===== config.mk =====
export PLATFORM = sky130hd
export DESIGN_NAME = hiword_reg_bank
export DESIGN_NICKNAME = d
export VERILOG_FILES = /design/src/rtl/hwreg_pkg.sv /design/src/rtl/hw_mask_reg.sv /design/src/rtl/hwreg_decode.sv /design/src/rtl/hwreg_rdmux.sv /design/src/rtl/hiword_reg_bank.sv
export SDC_FILE = /design/constraint.sdc
export NUM_CORES = 1
export LEC_CHECK = 0
export BUFFER_PORTS_ARGS = -buffer_cell sky130_fd_sc_hd__buf_2
export CAP_MARGIN = 20
export CELL_PAD_IN_SITES_DETAIL_PLACEMENT = 0
export CELL_PAD_IN_SITES_GLOBAL_PLACEMENT = 2
export CORE_ASPECT_RATIO = 2
export CORE_MARGIN = 1
export CORE_UTILIZATION = 30
export CTS_CLUSTER_SIZE = 12
export DETAILED_ROUTE_END_ITERATION = 10
export HOLD_SLACK_MARGIN = 0.1
export MAX_ROUTING_LAYER = met4
export PLACE_DENSITY = 0.69
export SETUP_SLACK_MARGIN = 0.3
export SLEW_MARGIN = 40
export SYNTH_ARGS = -nofsm -noshare
export SYNTH_HDL_FRONTEND = slang
export SYNTH_SLANG_ARGS = --single-unit
export TNS_END_PERCENT = 100

===== constraint.sdc =====
create_clock -name clk_i -period 6.5 [get_ports clk_i]
set_input_delay 1.625 -clock clk_i [delete_from_list [all_inputs] [get_ports clk_i]]
set_output_delay 1.625 -clock clk_i [all_outputs]
set_load 0.01 [all_outputs]

===== src/rtl/hwreg_pkg.sv =====
package hwreg_pkg;
  localparam int unsigned DW = 32;
  localparam int unsigned HW = 16;
  localparam int unsigned AW = 12;
  localparam logic [AW-1:0] MODE_OFS  = 12'h0A0;
  localparam logic [AW-1:0] SEL_BASE  = 12'h100;
  localparam logic [AW-1:0] GATE_BASE = 12'h300;
  localparam logic [AW-1:0] RST_BASE  = 12'h400;
endpackage


===== src/rtl/hw_mask_reg.sv =====
module hw_mask_reg
  import hwreg_pkg::*;
#(
  parameter logic [HW-1:0] RST_VAL = '0
) (
  input  logic          clk_i,
  input  logic          rst_ni,
  input  logic          wr_i,
  input  logic [DW-1:0] wdata_i,
  output logic [HW-1:0] q_o
);
  logic [HW-1:0] en;
  logic [HW-1:0] val;
  assign en  = wdata_i[DW-1:HW];
  assign val = wdata_i[HW-1:0];

  always_ff @(posedge clk_i or negedge rst_ni) begin
    if (!rst_ni)   q_o <= RST_VAL;
    else if (wr_i) q_o <= (q_o & ~en) | (val & en);
  end

  assert_masked_keep_R1: assert property (@(posedge clk_i) disable iff (!rst_ni)
    wr_i |=> ((q_o ^ $past(q_o)) & ~$past(en)) == '0);
  assert_enabled_take_R1: assert property (@(posedge clk_i) disable iff (!rst_ni)
    wr_i |=> ((q_o ^ $past(val)) & $past(en)) == '0);
  assert_idle_hold_R7: assert property (@(posedge clk_i) disable iff (!rst_ni)
    !wr_i |=> $stable(q_o));
endmodule


===== src/rtl/hwreg_decode.sv =====
module hwreg_decode
  import hwreg_pkg::*;
#(
  parameter int unsigned NUM_SEL  = 8,
  parameter int unsigned NUM_GATE = 15,
  parameter int unsigned NUM_RST  = 4,
  localparam int unsigned NREG = 1 + NUM_SEL + NUM_GATE + NUM_RST
) (
  input  logic [AW-1:0]   addr_i,
  output logic [NREG-1:0] hit_o
);
  assign hit_o[0] = (addr_i == MODE_OFS);

  for (genvar i = 0; i < NUM_SEL; i++) begin : g_sel
    localparam logic [AW-1:0] A = SEL_BASE + AW'(4 * i);
    assign hit_o[1 + i] = (addr_i == A);
  end
  for (genvar i = 0; i < NUM_GATE; i++) begin : g_gate
    localparam logic [AW-1:0] A = GATE_BASE + AW'(4 * i);
    assign hit_o[1 + NUM_SEL + i] = (addr_i == A);
  end
  for (genvar i = 0; i < NUM_RST; i++) begin : g_rst
    localparam logic [AW-1:0] A = RST_BASE + AW'(4 * i);
    assign hit_o[1 + NUM_SEL + NUM_GATE + i] = (addr_i == A);
  end
endmodule


===== src/rtl/hwreg_rdmux.sv =====
module hwreg_rdmux
  import hwreg_pkg::*;
#(
  parameter int unsigned NREG = 28
) (
  input  logic [NREG-1:0]         hit_i,
  input  logic [NREG-1:0][HW-1:0] regs_i,
  output logic [DW-1:0]           rdata_o
);
  logic [HW-1:0] acc;
  always_comb begin
    acc = '0;
    for (int k = 0; k < NREG; k++) acc |= regs_i[k] & {HW{hit_i[k]}};
  end
  assign rdata_o = {{(DW-HW){1'b0}}, acc};
endmodule


===== src/rtl/hiword_reg_bank.sv =====
module hiword_reg_bank
  import hwreg_pkg::*;
#(
  parameter int unsigned NUM_SEL  = 8,
  parameter int unsigned NUM_GATE = 15,
  parameter int unsigned NUM_RST  = 4,
  localparam int unsigned NREG = 1 + NUM_SEL + NUM_GATE + NUM_RST
) (
  input  logic                   clk_i,
  input  logic                   rst_ni,
  input  logic                   we_i,
  input  logic [11:0]            addr_i,
  input  logic [31:0]            wdata_i,
  output logic [31:0]            rdata_o,
  output logic [15:0]            mode_o,
  output logic [NUM_SEL*16-1:0]  sel_o,
  output logic [NUM_GATE*16-1:0] gate_o,
  output logic [NUM_RST*16-1:0]  rst_o
);
  localparam int unsigned SEL_IDX  = 1;
  localparam int unsigned GATE_IDX = SEL_IDX + NUM_SEL;
  localparam int unsigned RST_IDX  = GATE_IDX + NUM_GATE;

  logic [NREG-1:0]         hit;
  logic [NREG-1:0][HW-1:0] regs;

  hwreg_decode #(.NUM_SEL(NUM_SEL), .NUM_GATE(NUM_GATE), .NUM_RST(NUM_RST)) u_dec (
    .addr_i (addr_i),
    .hit_o  (hit)
  );

  for (genvar k = 0; k < NREG; k++) begin : g_reg
    hw_mask_reg #(.RST_VAL('0)) u_reg (
      .clk_i   (clk_i),
      .rst_ni  (rst_ni),
      .wr_i    (we_i & hit[k]),
      .wdata_i (wdata_i),
      .q_o     (regs[k])
    );
  end

  hwreg_rdmux #(.NREG(NREG)) u_rd (
    .hit_i   (hit),
    .regs_i  (regs),
    .rdata_o (rdata_o)
  );

  assign mode_o = regs[0];
  for (genvar i = 0; i < NUM_SEL; i++) begin : g_sel_o
    assign sel_o[16*i +: 16] = regs[SEL_IDX + i];
  end
  for (genvar i = 0; i < NUM_GATE; i++) begin : g_gate_o
    assign gate_o[16*i +: 16] = regs[GATE_IDX + i];
  end
  for (genvar i = 0; i < NUM_RST; i++) begin : g_rst_o
    assign rst_o[16*i +: 16] = regs[RST_IDX + i];
  end

  assert_single_hit_R4: assert property (@(posedge clk_i) disable iff (!rst_ni)
    $onehot0(hit));
  assert_rst_hold_R7: assert property (@(posedge clk_i) disable iff (!rst_ni)
    !we_i |=> $stable(rst_o));
  assert_unmapped_R6: assert property (@(posedge clk_i) disable iff (!rst_ni)
    (hit == '0) |-> (rdata_o == '0));
endmodule


==> flow_summary.yaml <==
sta:
  slew_viol_final: 0
  fin_tns_setup_ps: 0
  setup_ws_ps: 355
  clock_skew_ps: 0
  relSlewSlack_pct: 41.3
  holdWs_ps: 525
  rsz0062_at_grt: "false"
  finalSetupViolations: 0
  hold_viol_final: 0
  fin_crit_sh_pct: 94.5
  max_freq_mhz: 163
  period_needed_ps: 6140
  tightest_slew_ps: 881
hold_path:
  hp-class: "register to register"
worst_setup_path:
  worstPathArrival_ps: 4520
  startpoint_type: "input pin"
  crit_chain: "buf_2 > buf_4 > and2_1 > a22oi_1 > o211ai_1 > a2111oi_0 > nand4_1 > buf_2"
  critPathMostFrequentCell: "buf_2"
  critPathSlowestCell: "and2_1"
  crit_type: "input pin to primary output"
  crit_path_end_kind: "primary output"
  worstSetupStartpoint: "addr_i[3]"
  cp_max_fo: 12
  cp_data_required_time_ps: 4880
  critPathMaxStageDelay_ps: 740
  path_buf_inv: 3
  path_delay_family: "compound AO/OA/AOI/OAI gates"
synthesis:
  async_reset_ff_share_pct: 100
  synthesis.area_sq_um: 23600
  ys_seq_area_share_pct: 47.5
  synthCells: 2108
  synth.yosys.warnings: 0
  synth_edf_count: 0
  synthFlopType: "dfrtp_1"
  synth.avg_cell_area_sq_um: 11.2
  yosysUniqueCellTypes: 70
  synth_seq_cells: 448
clock_network:
  ctsHoldBuffers: 0
  clock_latency_ps: 590
  tritoncts: "built"
  cts.htree.levels: 2
  cts-root-buf: "clkbuf_16"
  cts_setup_buffers: 0
  clock_sinks: 448
  cts.clk_slew.worst_paths_ps: 60
  cts_resized: 1
  cts_buffer_depth: 3
  cts_buffers: 46
floorplan:
  dieArea_sq_um: 79900
  start_util_pct: 30.3
  fp.dieW_um: 200
  core-area_sq_um: 78000
  rows: 145
  io_pins: 527
  die_h_um: 399
drt:
  first_iter_violations: 1395
  vias_per_cell: 5.66
  avgRoutedWirePerCell_um: 38.3
  wl_um: 139000
  wl_met3_um: 8180
  drc: 0
  wl_met1_um: 48400
  highest_layer: "met4"
  ant_nets: 0
  vias: 20578
  route.met2.wl_um: 70500
  first_pass_iters: 5
grt:
  grt_pass1_vias: 21237
  grt.overflow.total: 0
  grtUsageTotal_pct: 35.5
  grt_max_degree: 124
  antenna_found_initial: 8
  grt_pass1_wl_um: 188000
pwr:
  finalPower_w: 0.00575
  p_int_w: 0.00424
  power.share.clock_pct: 44.4
  vdd_drop_max_mv: 0.167
  seqPwrFrac_pct: 48.8
  p_switching_w: 0.00151
  power_density_nw_per_um2: 200
  p_leak_nw: 14.4
  netSwitchingFraction_pct: 26.2
  p_comb_share_pct: 6.8
cells_and_area:
  finalCoreUtilization_pct: 36.9
  area_growth_syn_to_layout_pct: 21.9
  drive_gt1_share_pct: 44.6
  final_common_cell: "buf_2"
  final_cell_mix: "buf_2, nand2_1, dfrtp_1"
  nFillCells: 7975
  finalNetCount: 2629
placed_design:
  dp_hpwl_um: 108000
  place_congestion: 1.00
  portBuffers: 510
  post-place-ws_ps: 302
run_status:
  status: "finished, final reports clean"
flow_run:
  cap_violations: 0
power by group through the flow:
stage	Combinational, W	Sequential, W	Clock, W
2_1_floorplan	0.000180	0.00285	0
6_report	0.000391	0.00280	0.00255
3_5_place_dp	0.000391	0.00286	0
3_3_place_gp	0.000385	0.00286	0
5_1_grt	0.000406	0.00280	0.00268
4_1_cts	0.000391	0.00280	0.00260
metal layers:
metal,vias to the layer above,GRT usage [%]
li1,8453,-
met1,10715,36.6
met2,1091,61.1
met3,319,5.67
met4,0,26.4
met5,-,-
final timing paths:
check	to	slack [ps]	depth (start not counted)
worst max-delay path	rdata_o[0]	360	8
min in group asynchronous	asynchronous set/reset pin	880	1
worst min register to register	register	530	1
worst max register to register	register	5420	1
worst min-delay path	register	530	1
max in group asynchronous	asynchronous set/reset pin	4260	3
stage by stage:
step | instances | cell area (sq um)
floorplan | 2123 | 23700
global placement | 3553 | 27200
detailed placement | 3562 | 27400
CTS | 3631 | 28700
global route | 3638 | 28800
finish | 3638 | 28800
final cells by class:
cell class | count | area (sq um) | area share, %
tap | 1029 | 1290 | 4.47
timing repair buffer | 620 | 3570 | 12.4
inverter | 4 | 16.3 | 0.0565
clock buffer | 60 | 1240 | 4.33
multi-input combinational | 1462 | 11300 | 39.4
antenna | 6 | 15.0 | 0.0522
clock inverter | 9 | 78.8 | 0.274
sequential | 448 | 11200 | 39.0
cells in the mapped netlist (4+ instances only):
cell type / n / area share [%]
nand2_1: 492 / 7.8
dfrtp_1: 448 / 48
mux2_2: 391 / 19
buf_4: 66 / 2.1
mux2i_1: 64 / 2.7
clkbuf_1: 56 / 0.89
a22oi_1: 55 / 1.7
mux2_1: 53 / 2.5
nand3_1: 45 / 0.95
buf_1: 44 / 0.70
buf_2: 31 / 0.66
mux2_4: 30 / 1.9
nor2_1: 30 / 0.48
o22ai_1: 24 / 0.64
nand4_1: 22 / 0.58
nor3_1: 21 / 0.45
o21ai_0: 19 / 0.40
buf_6: 12 / 0.57
nor3_4: 11 / 0.76
o32ai_1: 11 / 0.41
mux4_2: 10 / 0.95
o2bb2ai_1: 10 / 0.37
a211oi_1: 9 / 0.29
a221oi_1: 9 / 0.33
a32oi_1: 9 / 0.33
a22o_1: 8 / 0.30
a32o_1: 8 / 0.34
nor2_2: 8 / 0.21
o211ai_1: 8 / 0.25
a21oi_1: 7 / 0.15
nor2b_1: 6 / 0.16
a311oi_1: 5 / 0.19
nor4_4: 5 / 0.45
nor4b_4: 5 / 0.50
a2111oi_0: 4 / 0.15
nor2_4: 4 / 0.19
or4b_1: 4 / 0.17
kinds of logic after synthesis:
family          count (synthesis)  share of synthesized area [%]
mux                           548                           26.8
buf+inv                       213                           4.99
simple gates                  692                           14.1
other cells                     1                         0.0159
compound gates                206                           6.61
flops                         448                           47.5
Note: power is estimated with default switching activity, not from simulation.
